## config.mk

```make
export PLATFORM = sky130hd
export DESIGN_NAME = sha1_engine
export DESIGN_NICKNAME = d
export VERILOG_FILES = /design/src/rtl/sha1_pkg.sv /design/src/rtl/sha1_wsched.sv /design/src/rtl/sha1_round.sv /design/src/rtl/sha1_ctrl.sv /design/src/rtl/sha1_engine.sv
export SDC_FILE = /design/constraint.sdc
export NUM_CORES = 2
export LEC_CHECK = 0
export CAP_MARGIN = 25
export CORE_MARGIN = 2
export CORE_UTILIZATION = 40
export DETAILED_ROUTE_END_ITERATION = 7
export PLACE_DENSITY_LB_ADDON = 0.15
export REMOVE_ABC_BUFFERS = 1
export SETUP_SLACK_MARGIN = 0.5
export SYNTH_ARGS = -nofsm -noshare
export SYNTH_HDL_FRONTEND = slang
export SYNTH_SLANG_ARGS = --single-unit
```

## constraint.sdc

```tcl
create_clock -name clk_i -period 7.2 [get_ports clk_i]
set_clock_uncertainty 0.1 [all_clocks]
set_input_delay 1.44 -clock clk_i [delete_from_list [all_inputs] [get_ports clk_i]]
set_output_delay 1.44 -clock clk_i [all_outputs]
set_load 0.05 [all_outputs]
```

## src/rtl/sha1_pkg.sv

```systemverilog
package sha1_pkg;
  localparam int WORD_W   = 32;
  localparam int WIN      = 16;
  localparam int BLOCK_W  = WORD_W * WIN;
  localparam int NWORDS   = 5;
  localparam int DIGEST_W = WORD_W * NWORDS;
  localparam int ROUNDS   = 80;
  localparam int STAGE    = ROUNDS / 4;
  localparam int CNT_W    = $clog2(ROUNDS);

  typedef logic [WORD_W-1:0] word_t;

  typedef struct packed {
    word_t a;
    word_t b;
    word_t c;
    word_t d;
    word_t e;
  } work_t;

  typedef enum logic [1:0] {
    ST_IDLE  = 2'd0,
    ST_SETUP = 2'd1,
    ST_ROUND = 2'd2,
    ST_FINAL = 2'd3
  } state_e;

  localparam work_t IV = '{
    a: 32'h67452301,
    b: 32'hEFCDAB89,
    c: 32'h98BADCFE,
    d: 32'h10325476,
    e: 32'hC3D2E1F0
  };

  function automatic word_t rotl(input word_t x, input int n);
    return (x << n) | (x >> (WORD_W - n));
  endfunction

  function automatic work_t add_work(input work_t x, input work_t y);
    work_t r;
    r.a = x.a + y.a;
    r.b = x.b + y.b;
    r.c = x.c + y.c;
    r.d = x.d + y.d;
    r.e = x.e + y.e;
    return r;
  endfunction
endpackage

```

## src/rtl/sha1_wsched.sv

```systemverilog
module sha1_wsched
  import sha1_pkg::*;
(
  input  logic               clk_i,
  input  logic               rst_ni,
  input  logic               load_i,
  input  logic               adv_i,
  input  logic [BLOCK_W-1:0] block_i,
  output word_t              w_o
);
  localparam int TAP_3  = WIN - 3;
  localparam int TAP_8  = WIN - 8;
  localparam int TAP_14 = WIN - 14;

  word_t win_q [WIN];
  word_t new_w;

  assign new_w = rotl(win_q[TAP_3] ^ win_q[TAP_8] ^ win_q[TAP_14] ^ win_q[0], 1);
  assign w_o   = win_q[0];

  for (genvar gi = 0; gi < WIN; gi++) begin : g_win
    word_t shift_in;
    if (gi == WIN - 1) begin : g_top
      assign shift_in = new_w;
    end else begin : g_mid
      assign shift_in = win_q[gi+1];
    end

    always_ff @(posedge clk_i or negedge rst_ni) begin
      if (!rst_ni)     win_q[gi] <= '0;
      else if (load_i) win_q[gi] <= block_i[(WIN-1-gi)*WORD_W +: WORD_W];
      else if (adv_i)  win_q[gi] <= shift_in;
    end
  end
endmodule

```

## src/rtl/sha1_round.sv

```systemverilog
module sha1_round
  import sha1_pkg::*;
(
  input  logic [CNT_W-1:0] round_i,
  input  work_t            st_i,
  input  word_t            w_i,
  output work_t            st_o
);
  word_t f_val;
  word_t k_val;
  word_t t_val;

  always_comb begin
    if (round_i < CNT_W'(STAGE)) begin
      f_val = (st_i.b & st_i.c) | (~st_i.b & st_i.d);
      k_val = 32'h5A827999;
    end else if (round_i < CNT_W'(2*STAGE)) begin
      f_val = st_i.b ^ st_i.c ^ st_i.d;
      k_val = 32'h6ED9EBA1;
    end else if (round_i < CNT_W'(3*STAGE)) begin
      f_val = (st_i.b & st_i.c) | (st_i.b & st_i.d) | (st_i.c & st_i.d);
      k_val = 32'h8F1BBCDC;
    end else begin
      f_val = st_i.b ^ st_i.c ^ st_i.d;
      k_val = 32'hCA62C1D6;
    end
    t_val   = rotl(st_i.a, 5) + f_val + st_i.e + k_val + w_i;
    st_o.a  = t_val;
    st_o.b  = st_i.a;
    st_o.c  = rotl(st_i.b, 30);
    st_o.d  = st_i.c;
    st_o.e  = st_i.d;
  end
endmodule

```

## src/rtl/sha1_ctrl.sv

```systemverilog
module sha1_ctrl
  import sha1_pkg::*;
(
  input  logic             clk_i,
  input  logic             rst_ni,
  input  logic             init_i,
  input  logic             next_i,
  output logic             ready_o,
  output logic             accept_o,
  output logic             start_o,
  output logic             load_work_o,
  output logic             adv_o,
  output logic             fin_o,
  output logic [CNT_W-1:0] round_o
);
  localparam logic [CNT_W-1:0] LAST = CNT_W'(ROUNDS - 1);

  state_e           state_q, state_d;
  logic [CNT_W-1:0] cnt_q;

  assign ready_o     = (state_q == ST_IDLE);
  assign accept_o    = ready_o && (init_i || next_i);
  assign start_o     = ready_o && init_i;  // start wins over continue
  assign load_work_o = (state_q == ST_SETUP);
  assign adv_o       = (state_q == ST_ROUND);
  assign fin_o       = (state_q == ST_FINAL);
  assign round_o     = cnt_q;

  always_comb begin
    state_d = state_q;
    unique case (state_q)
      ST_IDLE:  if (accept_o) state_d = ST_SETUP;
      ST_SETUP: state_d = ST_ROUND;
      ST_ROUND: if (cnt_q == LAST) state_d = ST_FINAL;
      ST_FINAL: state_d = ST_IDLE;
      default:  state_d = ST_IDLE;
    endcase
  end

  always_ff @(posedge clk_i or negedge rst_ni) begin
    if (!rst_ni) begin
      state_q <= ST_IDLE;
      cnt_q   <= '0;
    end else begin
      state_q <= state_d;
      if (load_work_o)  cnt_q <= '0;
      else if (adv_o)   cnt_q <= cnt_q + 1'b1;
    end
  end
endmodule

```

## src/rtl/sha1_engine.sv

```systemverilog
module sha1_engine
  import sha1_pkg::*;
(
  input  logic                clk_i,
  input  logic                rst_ni,
  input  logic                init_i,
  input  logic                next_i,
  input  logic [BLOCK_W-1:0]  block_i,
  output logic                ready_o,
  output logic [DIGEST_W-1:0] digest_o,
  output logic                digest_valid_o
);
  logic             accept, start, load_work, w_adv, fin;
  logic [CNT_W-1:0] round;
  word_t            w_cur;
  work_t            h_q, work_q, work_nxt;
  logic             valid_q;

  sha1_ctrl u_ctrl (
    .clk_i       (clk_i),
    .rst_ni      (rst_ni),
    .init_i      (init_i),
    .next_i      (next_i),
    .ready_o     (ready_o),
    .accept_o    (accept),
    .start_o     (start),
    .load_work_o (load_work),
    .adv_o       (w_adv),
    .fin_o       (fin),
    .round_o     (round)
  );

  sha1_wsched u_wsched (
    .clk_i   (clk_i),
    .rst_ni  (rst_ni),
    .load_i  (accept),
    .adv_i   (w_adv),
    .block_i (block_i),
    .w_o     (w_cur)
  );

  sha1_round u_round (
    .round_i (round),
    .st_i    (work_q),
    .w_i     (w_cur),
    .st_o    (work_nxt)
  );

  always_ff @(posedge clk_i or negedge rst_ni) begin
    if (!rst_ni)    h_q <= '0;
    else if (start) h_q <= IV;
    else if (fin)   h_q <= add_work(h_q, work_q);
  end

  always_ff @(posedge clk_i or negedge rst_ni) begin
    if (!rst_ni)        work_q <= '0;
    else if (load_work) work_q <= h_q;
    else if (w_adv)     work_q <= work_nxt;
  end

  always_ff @(posedge clk_i or negedge rst_ni) begin
    if (!rst_ni)     valid_q <= 1'b0;
    else if (accept) valid_q <= 1'b0;
    else if (fin)    valid_q <= 1'b1;
  end

  assign digest_o       = h_q;
  assign digest_valid_o = valid_q;
endmodule

```

==> impl_metrics.ini <==
[outcome]
outcome = finished clean

[synthesis]
synth_simple_gate_area_share_pct = 10.8
synthesis.instances = 5466
post_synth_xor_area_fraction_pct = 4.37
syn_area_sq_um = 51300
portion_of_the_post_synthesis_area_used_by_sequential_elements_pct = 41.1
synth.mux.area_fraction_pct = 13.9
synth_cell_type_count = 93
ys.warnings.count = 0
synth_top_flop_cell = sky130_fd_sc_hd__dfrtp_1
synth_enable_flop_cells = 0
synth_compound_gate_area_share_pct = 15.9
main_combinational_cell_family_by_area_after_synthesis = compound AO/OA/AOI/OAI gates
synthArstFlopShare_pct = 100
synth-adder-area-share_pct = 9.59
post_synth.cell_area_avg_sq_um = 9.38
postSynthRegisterBits = 842

[clock_tree]
cts_hold_buffers = 0
tritoncts = done
htree_num_levels = 3
ctsRootBufferMaster = sky130_fd_sc_hd__clkbuf_16
cts-resized-gates = 0
cts.reportedPaths.clkPinSlew_ns = 0.06
post_cts.repair.setup_buffers = 0
cts.sink_count = 842
cts-buffers-inserted = 100
maximum_buffer_depth_of_the_clock_tree = 3
clock_latency_at_the_later_pin_of_the_worst_skew_pair_ns = 0.71

[hold_path]
hold_path_class = flop to flop
worst_hold_path.endpoint = digest_valid_o$_DFFE_PN0P_
hold_start = digest_valid_o$_DFFE_PN0P_
whs_path_depth = 2

[placed_design]
io_buffer_count = 677
hpwlAfterDp_um = 123000
globalplace.congestion = 0.959

[detailed_routing]
wirelength_um = 165000
drc = 0
routedWlPerCell_um = 21.4
detail_route.vias_per_cell = 5.35
drt-pass1-iter-count = 7
route.vias.total = 41400
starting_drt_drc_count = 3221
ant_nets = 0

[global_route]
grt_first_pass_wirelength_um = 252000
total_grt_overflow = 0
antenna_violations_before_repair = 23
track_usage_pct = 24.9
grt_pass1_vias = 40900
grt_start_max_net_pins = 272

[sta]
final.min_clock_period_ns = 5.50
rsz0062_at_grt = no
slew-limit-headroom_pct = 16.7
final_min_period_over_clock_period_pct = 76.5
final_hold_violating_endpoints = 0
final_max_slew_viol_count = 0
maximum_clock_rate_ghz = 0.182
worst_pin_slew_ns = 1.25
setup-violations-final = 0
totalNegativeSetupSlack_ns = 0

[critical_path]
register_to_register_setup_slack_ns = 1.70
setup.worst_path.start_class = flop
top_cell_family_by_delay_on_the_critical_path = compound AO/OA/AOI/OAI gates
max_stage_delay_ns = 0.56
critPathKind = flop to flop
crit_arrival_ns = 5.97
r2r_cells = 20
crit_path_end_kind = flop
critPathBufInv = 4
critical_path_peak_fanout = 20
crit_chain = inv_1 -> a21oi_1 -> nand2_1 -> nand2_1 -> inv_1 -> buf_4 -> a221oi_1 -> fa_1 -> inv_1 -> ha_1 -> nor2b_1 -> o21ai_1 -> a21boi_1 -> o31a_1 -> a41oi_1 -> o211a_1 -> nor2_1 -> a211oi_1 -> nor4b_1 -> or3b_1
cpMaxStageDelayCell = sky130_fd_sc_hd__a221oi_1
r2r-start = u_ctrl.round_o[4]$_DFFE_PN0P_
critPathRequiredTime_ns = 7.67
path_depth = 20
regToRegEndpoint = work_q[157]$_DFFE_PN0P_
cp_common_cell = sky130_fd_sc_hd__inv_1

[finish]
area.growth.synth_to_final_pct = 22.5
multi_input_area_sq_um = 28000
layout-drive-gt1-share_pct = 4.26
final_nets = 6823
num-fill-cells = 12000
seq_area_sq_um = 21100

[die]
coreArea_sq_um = 127000
num_rows = 131
die_width_um = 362
die_area_sq_um = 131000
die-height_um = 362
io_pins = 678
starting_density_of_the_core_pct = 40.3

[job]
drv.max_cap_violation_count = 0
cell usage in the layout, fill, tap and decap left out, types with 12 or more instances in the layout:
cell type                           n
sky130_fd_sc_hd__diode_2           13
sky130_fd_sc_hd__o211ai_1          21
sky130_fd_sc_hd__xor2_1            54
sky130_fd_sc_hd__clkdlybuf4s50_1  676
sky130_fd_sc_hd__o21a_1            23
sky130_fd_sc_hd__o31ai_1           18
sky130_fd_sc_hd__inv_1            299
sky130_fd_sc_hd__clkbuf_1          20
sky130_fd_sc_hd__and2_1            12
sky130_fd_sc_hd__or3_1             16
sky130_fd_sc_hd__a31oi_1           21
sky130_fd_sc_hd__xnor2_1          202
sky130_fd_sc_hd__a21oi_1          809
sky130_fd_sc_hd__o21ai_0          198
sky130_fd_sc_hd__clkbuf_8          27
sky130_fd_sc_hd__nand2b_1          22
sky130_fd_sc_hd__ha_1             202
sky130_fd_sc_hd__clkinv_2          20
sky130_fd_sc_hd__a21o_1            81
sky130_fd_sc_hd__nor2b_1           40
sky130_fd_sc_hd__mux2i_1          708
sky130_fd_sc_hd__o21ai_1           29
sky130_fd_sc_hd__nor2_1           870
sky130_fd_sc_hd__nor3_1            30
sky130_fd_sc_hd__o22ai_1           17
sky130_fd_sc_hd__o21bai_1          31
sky130_fd_sc_hd__a211oi_1          21
sky130_fd_sc_hd__nand2_1          227
sky130_fd_sc_hd__a221oi_1          21
sky130_fd_sc_hd__nand3_1           46
sky130_fd_sc_hd__nand4_1           17
sky130_fd_sc_hd__dfrtp_1          842
sky130_fd_sc_hd__clkbuf_16        100
sky130_fd_sc_hd__and3_1            12
sky130_fd_sc_hd__buf_4             34
sky130_fd_sc_hd__buf_12            12
sky130_fd_sc_hd__fa_1             117
worst reg2reg max path, delay by kind of cell (launching register included):
family	cells	cell delay, ns
AO/OA/AOI/OAI	8	2.47
adder cells (fa/ha/maj)	2	0.74
buffers and inverters	4	0.47
flip-flops	1	0.43
AND/OR/NAND/NOR	6	1.15
per-stage QoR:
step / setup slack (ns) / utilization (%) / hold slack [ns] / area [sq um] / cells
after global placement: 1.80 / 46.8 / 0.378 / 59600 / 7544
after global routing: 1.30 / 49.4 / 0.435 / 62900 / 7733
after CTS: 1.69 / 49.3 / 0.403 / 62800 / 7723
after detailed placement: 1.69 / 46.8 / 0.388 / 59600 / 7544
final: 1.70 / 49.4 / 0.397 / 62900 / 7736
after floorplan: -26.09 / - / 0.397 / 50100 / 5159
cell families after synthesis:
kind of cell | Yosys count
flip-flops | 842
adder cells (fa/ha/maj) | 323
AO/OA/AOI/OAI | 1397
AND/OR/NAND/NOR | 1329
multiplexers | 710
XOR/XNOR | 256
buffers and inverters | 609
area by class of cell:
| class | instances | area share [%] |
|---|---|---|
| inverter | 302 | 1.81 |
| multi-input combinational | 4015 | 44.6 |
| timing repair buffer | 723 | 11.6 |
| clock inverter | 32 | 0.484 |
| antenna | 13 | 0.0518 |
| clock buffer | 147 | 4.69 |
| sequential | 842 | 33.5 |
| tap | 1662 | 3.31 |
synthesized netlist by cell type, types with 5 or more instances:
master | n | area share (%)
sky130_fd_sc_hd__a41oi_1 | 5 | 0.085
sky130_fd_sc_hd__a221oi_1 | 21 | 0.36
sky130_fd_sc_hd__nor2b_1 | 41 | 0.50
sky130_fd_sc_hd__a21oi_1 | 809 | 7.9
sky130_fd_sc_hd__o21a_1 | 23 | 0.34
sky130_fd_sc_hd__xor2_1 | 54 | 0.92
sky130_fd_sc_hd__nand4b_1 | 5 | 0.085
sky130_fd_sc_hd__a211o_1 | 11 | 0.19
sky130_fd_sc_hd__o31a_1 | 8 | 0.14
sky130_fd_sc_hd__o211a_1 | 5 | 0.098
sky130_fd_sc_hd__or2_2 | 6 | 0.073
sky130_fd_sc_hd__ha_1 | 206 | 5.0
sky130_fd_sc_hd__inv_1 | 300 | 2.2
sky130_fd_sc_hd__a21o_1 | 81 | 1.2
sky130_fd_sc_hd__buf_1 | 33 | 0.24
sky130_fd_sc_hd__a211oi_1 | 21 | 0.31
sky130_fd_sc_hd__nor2_1 | 870 | 6.4
sky130_fd_sc_hd__dfrtp_1 | 842 | 41
sky130_fd_sc_hd__o22ai_1 | 17 | 0.21
sky130_fd_sc_hd__clkbuf_1 | 272 | 2.0
sky130_fd_sc_hd__nor3_1 | 30 | 0.29
sky130_fd_sc_hd__and3_1 | 12 | 0.15
sky130_fd_sc_hd__nand4_1 | 17 | 0.21
sky130_fd_sc_hd__o21ai_0 | 198 | 1.9
sky130_fd_sc_hd__nand3_1 | 46 | 0.45
sky130_fd_sc_hd__nand2b_1 | 22 | 0.27
sky130_fd_sc_hd__o221ai_1 | 7 | 0.12
sky130_fd_sc_hd__or3_1 | 16 | 0.20
sky130_fd_sc_hd__mux2i_1 | 708 | 14
sky130_fd_sc_hd__a31oi_1 | 21 | 0.26
sky130_fd_sc_hd__fa_1 | 117 | 4.6
sky130_fd_sc_hd__o211ai_1 | 21 | 0.31
sky130_fd_sc_hd__o21bai_1 | 31 | 0.45
sky130_fd_sc_hd__o21ai_1 | 30 | 0.29
sky130_fd_sc_hd__nand2_1 | 228 | 1.7
sky130_fd_sc_hd__xnor2_1 | 202 | 3.4
sky130_fd_sc_hd__o31ai_1 | 18 | 0.26
sky130_fd_sc_hd__and2_1 | 13 | 0.16
metal layers:
layer	GRT usage, %	routed length (um)	vias up
li1	-	-	20000
met4	7.89	4430	16
met3	4.09	8220	219
met1	33.9	74700	20200
met5	0	99	-
met2	40.3	77800	977
sequential cells by signal, summed over array words and instances (netlist names):
| signal | flops |
|---|---|
| u_ctrl.round_o | 7 |
| u_wsched.g_win.shift_in | 480 |
| u_ctrl.state_q | 2 |
| u_wsched.w_o | 32 |
| digest_valid_o | 1 |
| work_q | 160 |
| digest_o | 160 |
worst max path at each step:
stage                                                           end                          start  slack, ns
after floorplan           u_wsched.g_win[0].shift_in[0]$_DFFE_PN0P_                         init_i     -26.09
after global placement                      work_q[158]$_DFFE_PN0P_  u_ctrl.round_o[4]$_DFFE_PN0P_       1.80
after detailed placement                    work_q[157]$_DFFE_PN0P_  u_ctrl.round_o[4]$_DFFE_PN0P_       1.69
after CTS                                   work_q[157]$_DFFE_PN0P_  u_ctrl.round_o[4]$_DFFE_PN0P_       1.69
after global routing                        work_q[151]$_DFFE_PN0P_  u_ctrl.round_o[4]$_DFFE_PN0P_       1.30
final                                       work_q[157]$_DFFE_PN0P_  u_ctrl.round_o[4]$_DFFE_PN0P_       1.70
Power is not shown: default switching activity piles up to over one toggle a cycle in this logic, so the estimate is an artifact.
